[src/rtl/cfgld_pkg.sv]
package cfgld_pkg;
  typedef enum logic [1:0] {
    LD_IDLE  = 2'd0,
    LD_FETCH = 2'd1,
    LD_SHIFT = 2'd2,
    LD_STOP  = 2'd3
  } ld_state_e;
endpackage

[src/rtl/cfgld_addr_gen.sv]
module cfgld_addr_gen #(
  parameter int ADDR_W = 16
) (
  input  logic              clk_i,
  input  logic              rst_ni,
  input  logic              load_i,
  input  logic              down_i,
  input  logic              step_i,
  output logic [ADDR_W-1:0] addr_o
);
  localparam logic [ADDR_W-1:0] ADDR_LO  = '0;
  localparam logic [ADDR_W-1:0] ADDR_HI  = '1;
  localparam logic [ADDR_W-1:0] ADDR_ONE = ADDR_W'(1);

  logic [ADDR_W-1:0] addr_q, addr_d;
  logic              dir_q, dir_d;

  always_comb begin
    addr_d = addr_q;
    dir_d  = dir_q;
    if (load_i) begin
      addr_d = down_i ? ADDR_HI : ADDR_LO;
      dir_d  = down_i;
    end else if (step_i) begin
      addr_d = dir_q ? (addr_q - ADDR_ONE) : (addr_q + ADDR_ONE);
    end
  end

  always_ff @(posedge clk_i or negedge rst_ni) begin
    if (!rst_ni) begin
      addr_q <= ADDR_LO;
      dir_q  <= 1'b0;
    end else begin
      addr_q <= addr_d;
      dir_q  <= dir_d;
    end
  end

  assign addr_o = addr_q;

  // upward step
  a_r2_up_step: assert property (@(posedge clk_i) disable iff (!rst_ni)
    (step_i && !load_i && !dir_q) |=> (addr_o == $past(addr_o) + ADDR_ONE));
  // downward step
  a_r3_down_step: assert property (@(posedge clk_i) disable iff (!rst_ni)
    (step_i && !load_i && dir_q) |=> (addr_o == $past(addr_o) - ADDR_ONE));
endmodule

[src/rtl/cfgld_serializer.sv]
module cfgld_serializer #(
  parameter int DATA_W = 8
) (
  input  logic              clk_i,
  input  logic              rst_ni,
  input  logic              clear_i,
  input  logic              capture_i,
  input  logic              shift_i,
  input  logic [DATA_W-1:0] data_i,
  output logic              bit_o,
  output logic              last_o
);
  localparam int CNT_W = (DATA_W > 1) ? $clog2(DATA_W) : 1;
  localparam logic [CNT_W-1:0] CNT_LAST = CNT_W'(DATA_W - 1);

  logic [DATA_W-1:0] sh_q, sh_d;
  logic [CNT_W-1:0]  cnt_q, cnt_d;

  assign last_o = (cnt_q == CNT_LAST);
  assign bit_o  = sh_q[0];

  always_comb begin
    sh_d  = sh_q;
    cnt_d = cnt_q;
    if (clear_i) begin
      cnt_d = '0;
    end else if (capture_i) begin
      sh_d  = data_i;
      cnt_d = '0;
    end else if (shift_i) begin
      if (last_o) begin
        sh_d  = data_i;
        cnt_d = '0;
      end else begin
        sh_d  = sh_q >> 1;
        cnt_d = cnt_q + CNT_W'(1);
      end
    end
  end

  always_ff @(posedge clk_i or negedge rst_ni) begin
    if (!rst_ni) begin
      sh_q  <= '0;
      cnt_q <= '0;
    end else begin
      sh_q  <= sh_d;
      cnt_q <= cnt_d;
    end
  end

  // the byte captured on the last bit supplies the next bit
  a_r6_reload: assert property (@(posedge clk_i) disable iff (!rst_ni)
    (shift_i && last_o && !clear_i) |=> (bit_o == $past(data_i[0])));
  // the byte captured in the fetch cycle supplies the first bit
  a_r6_first: assert property (@(posedge clk_i) disable iff (!rst_ni)
    (capture_i && !clear_i) |=> (bit_o == $past(data_i[0])));
endmodule

[src/rtl/cfgld_ctrl.sv]
module cfgld_ctrl
  import cfgld_pkg::*;
(
  input  logic clk_i,
  input  logic rst_ni,
  input  logic start_i,
  input  logic load_done_i,
  output logic fetch_o,
  output logic shift_o,
  output logic bit_en_o,
  output logic done_o
);
  ld_state_e st_q, st_d;

  always_comb begin
    st_d = st_q;
    if (start_i) begin
      st_d = LD_FETCH;
    end else begin
      unique case (st_q)
        LD_FETCH: st_d = load_done_i ? LD_STOP : LD_SHIFT;
        LD_SHIFT: st_d = load_done_i ? LD_STOP : LD_SHIFT;
        default:  st_d = st_q;
      endcase
    end
  end

  always_ff @(posedge clk_i or negedge rst_ni) begin
    if (!rst_ni) st_q <= LD_IDLE;
    else         st_q <= st_d;
  end

  assign fetch_o  = (st_q == LD_FETCH) && !start_i && !load_done_i;
  assign shift_o  = (st_q == LD_SHIFT) && !start_i && !load_done_i;
  assign bit_en_o = (st_q == LD_SHIFT);
  assign done_o   = (st_q == LD_STOP);

  // bit cycles stay contiguous while running
  a_r4_contiguous: assert property (@(posedge clk_i) disable iff (!rst_ni)
    (bit_en_o && !start_i && !load_done_i) |=> bit_en_o);
  // stop request ends the stream
  a_r7_stop: assert property (@(posedge clk_i) disable iff (!rst_ni)
    ((bit_en_o || fetch_o) && load_done_i && !start_i) |=> (done_o && !bit_en_o));
  // done persists until a start
  a_r10_sticky: assert property (@(posedge clk_i) disable iff (!rst_ni)
    (done_o && !start_i) |=> done_o);
endmodule

[src/rtl/cfg_byte_loader.sv]
module cfg_byte_loader #(
  parameter int ADDR_W = 16,
  parameter int DATA_W = 8
) (
  input  logic              clk_i,
  input  logic              rst_ni,
  input  logic              start_i,
  input  logic              mode_down_i,
  input  logic              load_done_i,
  output logic [ADDR_W-1:0] mem_addr_o,
  input  logic [DATA_W-1:0] mem_data_i,
  output logic              bit_o,
  output logic              bit_en_o,
  output logic              done_o
);
  logic [1:0] rst_sync_q;
  logic       rst_n;

  always_ff @(posedge clk_i or negedge rst_ni) begin
    if (!rst_ni) rst_sync_q <= 2'b00;
    else         rst_sync_q <= {rst_sync_q[0], 1'b1};
  end
  assign rst_n = rst_sync_q[1];

  logic fetch, shift, last, step;

  cfgld_ctrl u_ctrl (
    .clk_i       (clk_i),
    .rst_ni      (rst_n),
    .start_i     (start_i),
    .load_done_i (load_done_i),
    .fetch_o     (fetch),
    .shift_o     (shift),
    .bit_en_o    (bit_en_o),
    .done_o      (done_o)
  );

  assign step = fetch || (shift && last);

  cfgld_addr_gen #(.ADDR_W(ADDR_W)) u_addr (
    .clk_i  (clk_i),
    .rst_ni (rst_n),
    .load_i (start_i),
    .down_i (mode_down_i),
    .step_i (step),
    .addr_o (mem_addr_o)
  );

  cfgld_serializer #(.DATA_W(DATA_W)) u_ser (
    .clk_i     (clk_i),
    .rst_ni    (rst_n),
    .clear_i   (start_i),
    .capture_i (fetch),
    .shift_i   (shift),
    .data_i    (mem_data_i),
    .bit_o     (bit_o),
    .last_o    (last)
  );

  // restart loads the mode-dependent first address
  a_r8_restart: assert property (@(posedge clk_i) disable iff (!rst_n)
    start_i |=> (!done_o && !bit_en_o &&
                 (mem_addr_o == ($past(mode_down_i) ? {ADDR_W{1'b1}} : {ADDR_W{1'b0}}))));
  // address frozen once stopped
  a_r7_hold: assert property (@(posedge clk_i) disable iff (!rst_n)
    (done_o && !start_i) |=> $stable(mem_addr_o));
endmodule

[config.mk]
export PLATFORM = sky130hd
export DESIGN_NAME = cfg_byte_loader
export DESIGN_NICKNAME = d
export VERILOG_FILES = /design/src/rtl/cfgld_pkg.sv /design/src/rtl/cfgld_addr_gen.sv /design/src/rtl/cfgld_serializer.sv /design/src/rtl/cfgld_ctrl.sv /design/src/rtl/cfg_byte_loader.sv
export SDC_FILE = /design/constraint.sdc
export NUM_CORES = 1
export LEC_CHECK = 0
export BUFFER_PORTS_ARGS = -buffer_cell sky130_fd_sc_hd__buf_2
export CORE_UTILIZATION = 50
export DETAILED_ROUTE_END_ITERATION = 12
export GPL_TIMING_DRIVEN = 1
export PLACE_DENSITY = 0.73
export SETUP_SLACK_MARGIN = 0.2
export SKIP_CTS_REPAIR_TIMING = 1
export SLEW_MARGIN = 20
export SYNTH_ARGS = -nofsm -noshare
export SYNTH_HDL_FRONTEND = slang
export SYNTH_SLANG_ARGS = --single-unit
[constraint.sdc]
create_clock -name clk_i -period 3 [get_ports clk_i]
set_input_delay 0.6 -clock clk_i [delete_from_list [all_inputs] [get_ports clk_i]]
set_output_delay 0.6 -clock clk_i [all_outputs]
set_load 0.02 [all_outputs]
# After elaboration in Yosys (flattened, before gate mapping)
# Index checks and enable logic that the tools add are counted.
[totals]
word_cells = 42
reg_bits = 32
in_bits = 13
out_inout_bits = 19
[op_classes]
n_eq_ne = 4
n_addsub = 3
mux = 14
n_reduce_logical = 14
bitwise = 1
[op_table]
columns = ["cell", "n"]
rows = [
  ["16-bit 2-to-1 mux", 4],
  ["8-bit 2-to-1 mux", 3],
  ["16-bit by 1-bit adder with 16-bit output (second input constant)", 1],
  ["16-bit by 1-bit subtractor with 16-bit output (second input constant)", 1],
  ["3-bit 2-to-1 mux", 4],
  ["2-bit nonzero test", 3],
  ["1-bit logical AND", 5],
  ["2-bit equality test (second input constant)", 2],
  ["2-bit 2-to-1 mux", 2],
  ["3-bit by 1-bit adder with 3-bit output (second input constant)", 1],
  ["3-bit equality test (second input constant)", 1],
  ["3-bit nonzero test", 1],
  ["2-bit by 1-bit equality test with 1-bit output (second input constant)", 1],
  ["1-bit logical NOT", 2],
  ["2-bit AND reduction", 1],
  ["2-bit OR reduction", 1],
  ["1-bit logical OR", 1],
  ["1-bit 2-to-1 mux", 1],
  ["1-bit inverter", 1],
]

# Logic depth before layout (Yosys ltp)
[depth]
depth_word = 7
ltp_mapped = 9
mapped_depth_nobuf = 8

# Hierarchy
# From an unflattened synthesis, not the netlist that was laid out.
[hier_totals]
hier_cells = 237
area_unflattened_um2 = 2204.6
[by_module_without_submodules]
columns = ["mod", "area_each_um2", "seq_area_each_um2", "cells_per_inst", "instances"]
rows = [
  ["cfgld_addr_gen", 1470.2, 425.4, 174, 1],
  ["cfgld_serializer", 543.0, 275.3, 47, 1],
  ["cfgld_ctrl", 130.1, 50.0, 12, 1],
  ["cfg_byte_loader", 61.3, 50.0, 4, 1],
]

# Worst setup path before layout
# No wires, ideal clock.
[synth_path]
path_type = "register to register"
startpoint = "register u_addr.dir_q"
endpoint = "register u_addr.addr_q[15], in the netlist u_addr.addr_o[15]"
arrival_time_ps = 2050
t_required_ps = 2880
n_path_buf = 1
period_less_slack_ps = 2170
path_slack_ps = 830
setup_time_ps = 120
stages_incl_launch_ff = 9
cell_sequence = "dfrtp_1 > ha_1 > buf_6 > a211oi_2 > nor2_1 > a2111o_1 > o22ai_2 > o21ai_1 > and3b_1"
[synth_between]
elab_chain_cells = 3
[synth_rtl]
columns = ["element", "line_no", "source"]
rows = [
  ["start, declared", "cfgld_addr_gen.sv:16", "logic dir_q, dir_d;"],
  ["start signal, assigned", "cfgld_addr_gen.sv:35", "dir_q <= dir_d;"],
  ["16-bit 2-to-1 mux", "cfgld_addr_gen.sv:25", "addr_d = dir_q ? (addr_q - ADDR_ONE) : (addr_q + ADDR_ONE);"],
  ["16-bit 2-to-1 mux", "cfgld_addr_gen.sv:24", "end else if (step_i) begin"],
  ["16-bit 2-to-1 mux", "cfgld_addr_gen.sv:21", "if (load_i) begin"],
  ["end signal, assigned", "cfgld_addr_gen.sv:34", "addr_q <= addr_d;"],
  ["end, declared", "cfgld_addr_gen.sv:15", "logic [ADDR_W-1:0] addr_q, addr_d;"],
]
# Every way passes these cells. The select of a mux whose other input is x is not followed.
# A chain may end at the register's enable or synchronous reset.

# Worst setup path after layout
# Same ends and word-level chain as after synthesis.

==> metrics.cfg <==
[timing]
period_minus_slack_ns = 2.52
max_slew_margin = 0.544
setup-violations-final = 0
fmax_ghz = 0.397
slew_viol_final = 0
clock_skew_ns = 0.00733
hold_violations = 0
tns_ns = 0
fin_crit_sh = 0.840
worst-slew-pin-transition_ns = 0.685
rsz0062_at_grt = false

[clocking]
clock_sinks = 32
clk_pin_slew_worst_paths_ns = 0.07
clock_tree.htree_level_count = 2
cts-buffers-inserted = 5
cts_tree = built
ctsRootBufferMaster = clkbuf_8
clk_latency_ns = 0.29
clk_path_buf_depth = 2

[yosys]
synth_seq_cells = 32
ys_warn_count = 0
synthArstFlopShare = 1.00
avgSynthCellArea_um2 = 9.03
synthDistinctLibCells = 46
synth-edff-count = 0
yosysSeqAreaShare = 0.365
synth_flop_cell = dfrtp_1
syn_inst = 243
synthTopCellsByArea = dfrtp_1 37%, ha_1 11%, a21oi_1 6.4%
syn_area_mm2 = 0.00219
synth_nets = 276
synth_top_area_frac = 0.365
netlist.top_cell.by_area = dfrtp_1

[setup_path]
critPathLaunchType = flop
crit_path_end_kind = flop
cp_slowest_cell = dfrtp_1
cp.required_ns = 3.18
arrival_ns = 2.70
crit_type = reg -> reg
path_max_fanout = 19
slowest_delay_ns = 0.79
path_cells = ha_1, a21oi_1, o21ai_0, a2111o_1, o22ai_2, o21ai_1, and3b_1

[global_route]
antenna_found_initial = 0
grt_max_degree = 22
track_usage = 0.222
grt_pass1_wl_mm = 7.56
grt_pass1_vias = 1651
overflow = 0

[power_and_ir_drop]
power_density_mw_per_mm2 = 678
leakage_nw = 1.20
p_total_mw = 1.69
peakVddDrop_uv = 357

[placed_design]
gp_congestion = 0.882
hpwlAfterDp_mm = 3.27
io_buffers = 31

[floorplanning]
start_util = 0.533
die_area_mm2 = 0.00466
ioPinCount = 32
die_h_um = 68.2
rows = 23
die_w_um = 68.2
core_region_area_mm2 = 0.00412

[final_layout]
multi_input_area_mm2 = 0.00134
layout_commonest_cell = nand2_1
num_antenna_cells = 0
nets = 310
synthToLayoutAreaGrowth_pct = 13.7
mostFrequentLayoutCells = 35 x nand2_1, 32 x dfrtp_1, 31 x buf_2
layout-drive-gt1-share = 0.187
nFillCells = 375
register_area_um2 = 801

[routing]
vias = 1820
avgRoutedWirePerCell_um = 13.8
drtPass1Iterations = 4
drt_iter0_drc = 85
antenna_left = 0
via_per_inst = 5.55
drcViolationCount = 0
wl_mm = 4.52

[worst_hold_path]
hold_path.class = in -> async

[run]
maxCapViolCount = 0

[outcome]
status = completed

-- Yosys cell counts, types with 2 or more instances --
cell type / count
nand3_1: 2
o21ai_0: 23
nor2b_1: 4
and3_1: 3
xor2_1: 3
inv_1: 4
clkbuf_1: 2
nor3_2: 2
xnor2_1: 6
mux2i_1: 10
nand4_1: 2
a31oi_1: 4
a21oi_2: 2
and2_1: 2
o211ai_1: 2
nand2b_1: 4
or3_1: 4
ha_1: 19
buf_6: 2
o21ai_1: 4
a21o_1: 5
dfrtp_1: 32
nand2_1: 35
nor2_1: 18
a21oi_1: 28
-- area by class of cell --
class / count / share of cell area
Multi-Input combinational cell: 201 / 0.538
Sequential cell: 32 / 0.321
Timing Repair Buffer: 32 / 0.0652
Clock buffer: 6 / 0.0291
Tap cell: 50 / 0.0251
Clock inverter: 2 / 0.0140
Inverter: 5 / 0.00752
-- critical path, delay by kind of cell, from the launching register on --
family / cells / cell delay [ns]
simple gates: 1 / 0.16
fa+ha+maj: 1 / 0.41
flops: 1 / 0.79
compound gates: 5 / 1.04
-- state kept, by name, summed over array words and instances (netlist names) --
register	flops
u_addr.dir_q	1
u_ser.sh_q	8
u_addr.addr_o	16
u_ctrl.st_q	2
rst_sync_q	2
u_ser.cnt_q	3
-- metal layers --
metal / global-route usage / part of all wire / vias to the layer above
li1: - / - / 946
met1: 0.297 / 0.50 / 828
met2: 0.344 / 0.44 / 36
met3: 0.0417 / 0.036 / 10
met4: 0.102 / 0.022 / 0
met5: 0 / 0 / -
-- where the power goes --
group / leakage [nW] / switching, mW / internal, mW
clock network: 0.0552 / 0.167 / 0.246
logic: 0.759 / 0.405 / 0.283
registers: 0.387 / 0.0722 / 0.518
-- per-stage QoR --
| step | worst slack [ns] | hold WS (ns) | util | instance area (um^2) | cells |
|---|---|---|---|---|---|
| final | 0.479 | 0.0867 | 0.606 | 2490 | 328 |
| after global routing | 0.282 | 0.0812 | 0.606 | 2490 | 328 |
| after CTS | 0.497 | 0.0844 | 0.605 | 2490 | 328 |
| after detailed placement | 0.510 | 0.214 | 0.579 | 2380 | 320 |
| after global placement | 0.577 | 0.199 | 0.579 | 2380 | 320 |
| after floorplan | 0.830 | 0.304 | - | 2190 | 243 |
-- cell families after synthesis --
logic type / share of synthesized area
AOI/OAI and AO/OA: 0.215
adders and majority gates: 0.118
muxes: 0.0456
and+or+nand+nor: 0.195
other: 0.00171
xor gates and xnor gates: 0.0359
DFF: 0.365
buffers and inverters: 0.0245
-- path summary, 6_finish.rpt --
kind	cells past startpoint	end	from	slack (ns)
worst max register to register	7	u_addr.addr_o[15]	u_addr.dir_q	0.48
max in group asynchronous	1	u_ser.sh_q[3]	rst_sync_q[1]	2.17
worst max-delay path	7	u_addr.addr_o[15]	u_addr.dir_q	0.48
worst min register to register	0	u_addr.addr_o[12]	rst_sync_q[1]	0.19
min in group clk_i	0	rst_sync_q[1]	rst_sync_q[0]	0.36
worst min-delay path	1	rst_sync_q[0]	rst_ni	0.09
Power figures use the tool's default switching activity.
